<file path="src/rtl/irqa_pkg.sv">
package irqa_pkg;
  localparam int VEC_W    = 16;
  localparam int MSI_BITS = 32;
  localparam int SLOT_W   = $clog2(MSI_BITS);
  localparam int CORE_SRC = 8;
  localparam int CORE_W   = CORE_SRC + 1;
  localparam int ADDR_W   = 4;
  localparam int DATA_W   = 32;

  typedef enum logic [ADDR_W-1:0] {
    OFS_MSI_STAT  = 4'd0,
    OFS_MSI_MASK  = 4'd1,
    OFS_CORE_STAT = 4'd2,
    OFS_CORE_MASK = 4'd3,
    OFS_TOP_MASK  = 4'd4,
    OFS_CTRL      = 4'd5
  } reg_ofs_e;

  // Any bit pending that its mask lets through.
  function automatic logic any_open(input logic [DATA_W-1:0] st,
                                    input logic [DATA_W-1:0] mk);
    return |(st & ~mk);
  endfunction

  // Next value of a write-one-to-clear status register; a set wins.
  function automatic logic [DATA_W-1:0] w1c_next(input logic [DATA_W-1:0] cur,
                                                 input logic [DATA_W-1:0] clr,
                                                 input logic [DATA_W-1:0] set);
    return (cur & ~clr) | set;
  endfunction
endpackage

</file>
<file path="src/rtl/irqa_status_bank.sv">
module irqa_status_bank #(
  parameter int W = 8
) (
  input  logic         clk,
  input  logic         rst_n,
  input  logic [W-1:0] set_vec,
  input  logic [W-1:0] clr_vec,
  output logic [W-1:0] status
);
  import irqa_pkg::*;

  logic [DATA_W-1:0] nxt_wide;
  assign nxt_wide = w1c_next(DATA_W'(status), DATA_W'(clr_vec), DATA_W'(set_vec));

  always_ff @(posedge clk) begin
    if (!rst_n) status <= '0;
    else        status <= nxt_wide[W-1:0];
  end


  set_wins_chk: assert property (@(posedge clk) disable iff (!rst_n)
    (set_vec != '0) |=> ((status & $past(set_vec)) == $past(set_vec)));

  clear_takes_chk: assert property (@(posedge clk) disable iff (!rst_n)
    (clr_vec != '0) |=> ((status & $past(clr_vec) & ~$past(set_vec)) == '0));

  no_spurious_chk: assert property (@(posedge clk) disable iff (!rst_n)
    1'b1 |=> ((status & ~$past(status) & ~$past(set_vec)) == '0));
endmodule

</file>
<file path="src/rtl/irqa_msi_fold.sv">
module irqa_msi_fold
  import irqa_pkg::*;
(
  input  logic                msi_valid,
  input  logic [SLOT_W-1:0]   slot,
  input  logic                msi_en,
  output logic [MSI_BITS-1:0] set_vec
);
  logic take;
  assign take = msi_valid & msi_en;

  for (genvar i = 0; i < MSI_BITS; i++) begin : g_slot
    assign set_vec[i] = take && (slot == SLOT_W'(i));
  end


  fold_onehot_chk: assert final ($onehot0(set_vec));
endmodule

</file>
<file path="src/rtl/irqa_regfile.sv">
module irqa_regfile
  import irqa_pkg::*;
(
  input  logic                clk,
  input  logic                rst_n,
  input  logic                reg_wr,
  input  logic [ADDR_W-1:0]   reg_addr,
  input  logic [DATA_W-1:0]   reg_wdata,
  input  logic [MSI_BITS-1:0] msi_status,
  input  logic [CORE_W-1:0]   core_view,
  output logic [MSI_BITS-1:0] msi_mask,
  output logic [CORE_W-1:0]   core_mask,
  output logic                top_mask,
  output logic                msi_en,
  output logic [MSI_BITS-1:0] msi_clr,
  output logic [CORE_SRC-1:0] core_clr,
  output logic [DATA_W-1:0]   reg_rdata
);
  logic hit_msi_stat, hit_msi_mask, hit_core_stat, hit_core_mask, hit_top, hit_ctrl;
  assign hit_msi_stat  = reg_wr && (reg_addr == OFS_MSI_STAT);
  assign hit_msi_mask  = reg_wr && (reg_addr == OFS_MSI_MASK);
  assign hit_core_stat = reg_wr && (reg_addr == OFS_CORE_STAT);
  assign hit_core_mask = reg_wr && (reg_addr == OFS_CORE_MASK);
  assign hit_top       = reg_wr && (reg_addr == OFS_TOP_MASK);
  assign hit_ctrl      = reg_wr && (reg_addr == OFS_CTRL);

  assign msi_clr  = hit_msi_stat  ? reg_wdata[MSI_BITS-1:0] : '0;
  assign core_clr = hit_core_stat ? reg_wdata[CORE_SRC-1:0] : '0;

  always_ff @(posedge clk) begin
    if (!rst_n) begin
      msi_mask  <= '1;
      core_mask <= '1;
      top_mask  <= 1'b1;
      msi_en    <= 1'b0;
    end else begin
      if (hit_msi_mask)  msi_mask  <= reg_wdata[MSI_BITS-1:0];
      if (hit_core_mask) core_mask <= reg_wdata[CORE_W-1:0];
      if (hit_top)       top_mask  <= reg_wdata[0];
      if (hit_ctrl)      msi_en    <= reg_wdata[0];
    end
  end

  always_comb begin
    reg_rdata = '0;
    case (reg_addr)
      OFS_MSI_STAT:  reg_rdata = DATA_W'(msi_status);
      OFS_MSI_MASK:  reg_rdata = DATA_W'(msi_mask);
      OFS_CORE_STAT: reg_rdata = DATA_W'(core_view);
      OFS_CORE_MASK: reg_rdata = DATA_W'(core_mask);
      OFS_TOP_MASK:  reg_rdata = DATA_W'(top_mask);
      OFS_CTRL:      reg_rdata = DATA_W'(msi_en);
      default:       reg_rdata = '0;
    endcase
  end


  mask_hold_chk: assert property (@(posedge clk) disable iff (!rst_n)
    !reg_wr |=> $stable(msi_mask) && $stable(core_mask) && $stable(top_mask) && $stable(msi_en));
endmodule

</file>
<file path="src/rtl/irq_aggregator.sv">
module irq_aggregator
  import irqa_pkg::*;
(
  input  logic                clk,
  input  logic                rst_n,
  input  logic                msi_valid,
  input  logic [VEC_W-1:0]    msi_vector,
  input  logic [CORE_SRC-1:0] core_evt,
  input  logic                reg_wr,
  input  logic [ADDR_W-1:0]   reg_addr,
  input  logic [DATA_W-1:0]   reg_wdata,
  output logic [DATA_W-1:0]   reg_rdata,
  output logic                irq_out
);
  logic [MSI_BITS-1:0] msi_status, msi_mask, msi_clr, msi_set;
  logic [CORE_SRC-1:0] core_status, core_clr;
  logic [CORE_W-1:0]   core_mask, core_view;
  logic                top_mask, msi_en, msi_sum, core_sum;
  logic                unused_vec_hi;

  assign unused_vec_hi = ^msi_vector[VEC_W-1:SLOT_W];

  irqa_msi_fold u_fold (
    .msi_valid (msi_valid),
    .slot      (msi_vector[SLOT_W-1:0]),
    .msi_en    (msi_en),
    .set_vec   (msi_set)
  );

  irqa_status_bank #(.W(MSI_BITS)) u_msi_bank (
    .clk(clk), .rst_n(rst_n), .set_vec(msi_set), .clr_vec(msi_clr), .status(msi_status)
  );

  irqa_status_bank #(.W(CORE_SRC)) u_core_bank (
    .clk(clk), .rst_n(rst_n), .set_vec(core_evt), .clr_vec(core_clr), .status(core_status)
  );

  assign msi_sum   = any_open(DATA_W'(msi_status), DATA_W'(msi_mask));
  assign core_view = {msi_sum, core_status};
  assign core_sum  = any_open(DATA_W'(core_view), DATA_W'(core_mask));
  assign irq_out   = core_sum & ~top_mask;

  irqa_regfile u_regs (
    .clk(clk), .rst_n(rst_n), .reg_wr(reg_wr), .reg_addr(reg_addr), .reg_wdata(reg_wdata),
    .msi_status(msi_status), .core_view(core_view),
    .msi_mask(msi_mask), .core_mask(core_mask), .top_mask(top_mask), .msi_en(msi_en),
    .msi_clr(msi_clr), .core_clr(core_clr), .reg_rdata(reg_rdata)
  );


  msi_alias_chk: assert property (@(posedge clk) disable iff (!rst_n)
    (msi_valid && msi_en) |=> msi_status[$past(msi_vector[SLOT_W-1:0])]);

  msi_gate_chk: assert property (@(posedge clk) disable iff (!rst_n)
    (msi_valid && !msi_en) |=> ((msi_status & ~$past(msi_status)) == '0));

  core_latch_chk: assert property (@(posedge clk) disable iff (!rst_n)
    (core_evt != '0) |=> ((core_status & $past(core_evt)) == $past(core_evt)));

  line_quiet_chk: assert property (@(posedge clk) disable iff (!rst_n)
    (msi_status == '0 && core_status == '0) |-> !irq_out);
endmodule

</file>
<file path="config.mk">
export PLATFORM = sky130hd
export DESIGN_NAME = irq_aggregator
export DESIGN_NICKNAME = d
export VERILOG_FILES = /design/src/rtl/irqa_pkg.sv /design/src/rtl/irqa_status_bank.sv /design/src/rtl/irqa_msi_fold.sv /design/src/rtl/irqa_regfile.sv /design/src/rtl/irq_aggregator.sv
export SDC_FILE = /design/constraint.sdc
export NUM_CORES = 1
export LEC_CHECK = 0
export BUFFER_PORTS_ARGS = -buffer_cell sky130_fd_sc_hd__buf_2
export CAP_MARGIN = 20
export CORE_ASPECT_RATIO = 1.2
export CORE_MARGIN = 3
export CORE_UTILIZATION = 40
export CTS_CLUSTER_DIAMETER = 80
export DETAILED_ROUTE_END_ITERATION = 6
export SLEW_MARGIN = 20
export SYNTH_ARGS = -nofsm -noshare
export SYNTH_HDL_FRONTEND = slang
export SYNTH_SLANG_ARGS = --single-unit
</file>
<file path="constraint.sdc">
create_clock -name clk -period 1.65 [get_ports clk]
set_input_delay 0.165 -clock clk [delete_from_list [all_inputs] [get_ports clk]]
set_output_delay 0.165 -clock clk [all_outputs]
set_load 0.1 [all_outputs]
</file>
==> metrics <==
total die area=roughly 0.011 mm²; post-layout minimum cycle time=slightly above 2 ns; DR iter-0 viols=227; CTS H-tree depth=3; Max Used Layer=met4; dominant synthesized flop cell=dfxtp_1; P_sw=about 0.0013 W; Via Count=4092; Switching Share=0.257; Clk Tree Root Cell=clkbuf_16; Die W=96.9 µm; die height=around 120 µm; Setup Skew=between 0.003 and 0.004 ns; starting density of the core=0.412; Final nets=about 710; Tcrit/Tclk final=1.23; Clk pwr share=0.430; Setup crit start=u_msi_bank.status[21]$_SDFF_PN0_; share of cells above drive strength 1=0.362; area of the multi-input gates=0.00212 mm²; RSZ-0062 raised after global routing=true; initial antenna violation count=0; Max Cap Viol=0; Final Hold Fails=0; wire length on met1=about 5.6 mm; worst-skew pair later-pin latency=approximately 0.33 ns; vias in the first global route=~4200; PD cells=~820 mW/mm²; Synth-to-Final Area Change=50.5%; Core Area=slightly below 0.01 mm²; fillcell total=slightly above 800; fraction of registers with async set/reset=0; Clock transition at path regs=around 0.060 ns; post-route ant nets=0; Hold Path Sink=u_core_bank.status[5]$_SDFF_PN0_; sequential fraction of the synthesis area=0.419; failing checks=negative setup slack; Fmax=492 MHz; maximum clock path buffer count=2; row cnt=39; kind of critical path=reg2out; CTS buffer count=9; Slew @ Worst Pin=around 0.55 ns; Tot GR Track Use=0.229; number of warnings issued by yosys=0; setup TNS=-0.683 ns; Logic pwr share=0.149; I/O Buffers=85; Final GP Congestion=0.864; Pre-Repair DR Iteration Count=4; Tot Pwr=0.00491 W; P_int=between 0.003 and 0.004 W; Hold Crit Class=in2reg; Leak=about 2.5 nW; synth unique cells=37; maximum VDD drop=approximately 0.00045 V; mean number of vias per cell=approximately 5.3; relative slew slack=0.631; crit path DAT=between 1.5 and 2 ns; crit path launch type=flop; Final WS setup=-0.385 ns; Worst Hold Path Cells=2; count of boundary I/O pins=just under 100; fin util=0.620; R2R setup slack=between 0.2 and 0.3 ns; WP data required=roughly 1.5 ns; reg-to-reg endpoint=u_msi_bank.status[21]$_SDFF_PN0_; CTS tree=done; global-route wire length before repair=slightly above 20 mm; Post-synth EDFFs=0; worst-case reg-to-reg path depth=5; DRC viols=0; FF-to-FF Start=u_regs.msi_en$_SDFFE_PN0P_; Wirelength per Cell=16.4 µm; placed cell areas=between 0.005 and 0.006 mm²; cell count after synthesis=just over 500; syn_nets=roughly 570; CP Capture Type=output pin; final slew viol count=0; WL met2=6.20 mm; Clock Sinks=83; DRT Wirelength=12.6 mm; syn_area_per_cell=7.88 µm²; number of diodes=0; final setup violation count=2; GRT overflow=0; synthesized area=slightly below 0.004 mm²; Hold Crit Start=core_evt[5]; register area=0.00167 mm²; sequential power share=0.421; pin count of the biggest net entering global routing=33; post-DP HPWL=roughly 9 mm; WL met3=~670 µm; status=complete, but fails checks; post-synthesis register bit count=83; Critical Path Fanout Max=2; Design Area, Final=a little under 0.006 mm²
==> critical path, cell delays in order (launching register included) <==
cell and delay [ns]:
dfxtp_2 0.33, inv_2 0.07, o22ai_4 0.08, nor4_4 0.29, nand4_1 0.20, a221o_2 0.40, buf_12 0.18
==> state kept, by name, indices dropped and copies added, names as in the netlist <==
name,count
u_core_bank.status,8
u_msi_bank.status,32
u_regs.core_mask,9
u_regs.msi_en,1
u_regs.msi_mask,32
u_regs.top_mask,1
==> placed cells by master, fill, tap and decap left out, types with 16 or more instances in the layout <==
master     Yosys  final
o21a_1        16     16
nand3_1       42     42
buf_2          7     52
nand2_1      116    115
nor2_1        19     19
dfxtp_1       83     73
inv_1         35     31
a22o_2         0     23
a21oi_1       24     24
and2_1        19     19
o2bb2ai_1     17     16
buf_4          1     66
buf_12         0     38
==> kinds of logic (layout without fill, tap and decap cells) <==
family	Yosys count	after routing	share of synthesized area
flip-flops	83	83	0.419
AND/OR/NAND/NOR	230	230	0.274
multiplexers	2	2	0.00537
buffers and inverters	68	212	0.0733
AO/OA/AOI/OAI	120	120	0.228
==> synth_stat cells, drive strengths merged (8+ instances only) <==
cell type,n,area share
clkbuf,20,0.019
o22ai,16,0.025
nand3,42,0.053
dfxtp,83,0.42
nor2,19,0.018
a21oi,24,0.030
and2,20,0.032
nand2b,8,0.013
o2bb2ai,17,0.038
buf,13,0.021
a22o,31,0.069
o21a,16,0.030
a221o,8,0.020
nor2b,11,0.017
inv,35,0.033
nand2,116,0.11
==> per-layer routing <==
layer	global-route usage	vias to the layer above
li1	-	2016
met1	0.286	1935
met2	0.397	126
met3	0.0400	15
met4	0.0899	0
met5	0	-
==> cell type report <==
type,count,share of cell area
clock buffers,11,0.0390
repair buffers,161,0.264
clock inverters,5,0.0130
inverters,35,0.0220
multi-input cells,352,0.356
flip-flops and latches,83,0.281
well taps,123,0.0258
==> how the worst max path moves through the flow <==
stage | depth (start not counted) | slack, ns | end
finish | 6 | -0.38 | reg_rdata[8]
global route | 6 | -0.47 | reg_rdata[8]
CTS | 6 | -0.45 | reg_rdata[8]
detailed placement | 6 | -0.19 | reg_rdata[8]
global placement | 6 | -0.14 | reg_rdata[8]
floorplan | 4 | 0.07 | irq_out
==> repair_timing <==
action / CTS / global route
gates resized for setup: 11 / 22
hold buffers: 0 / 0
cloned: 0 / 0
hold endpoints to repair: 0 / 0
buffers inserted: 2 / 1
pin swaps: 5 / 9
setup endpoints to repair: 3 / 7
==> per-stage QoR <==
step | instances | worst slack (ns) | hold WS [ns]
finish | 770 | -0.385 | 0.0397
global route | 770 | -0.472 | 0.0439
CTS | 769 | -0.451 | 0.0314
detailed placement | 751 | -0.188 | 0.377
global placement | 751 | -0.144 | 0.376
floorplan | 503 | 0.0665 | 0.289
==> power groups by stage <==
stage	clock [W]	sequential, W	combinational (W)
2_1_floorplan	0	0.00210	0.000403
3_3_place_gp	0	0.00211	0.000722
3_5_place_dp	0	0.00211	0.000728
4_1_cts	0.00214	0.00206	0.000731
5_1_grt	0.00221	0.00207	0.000771
6_report	0.00211	0.00206	0.000732
(Power assumes the default switching activity.)
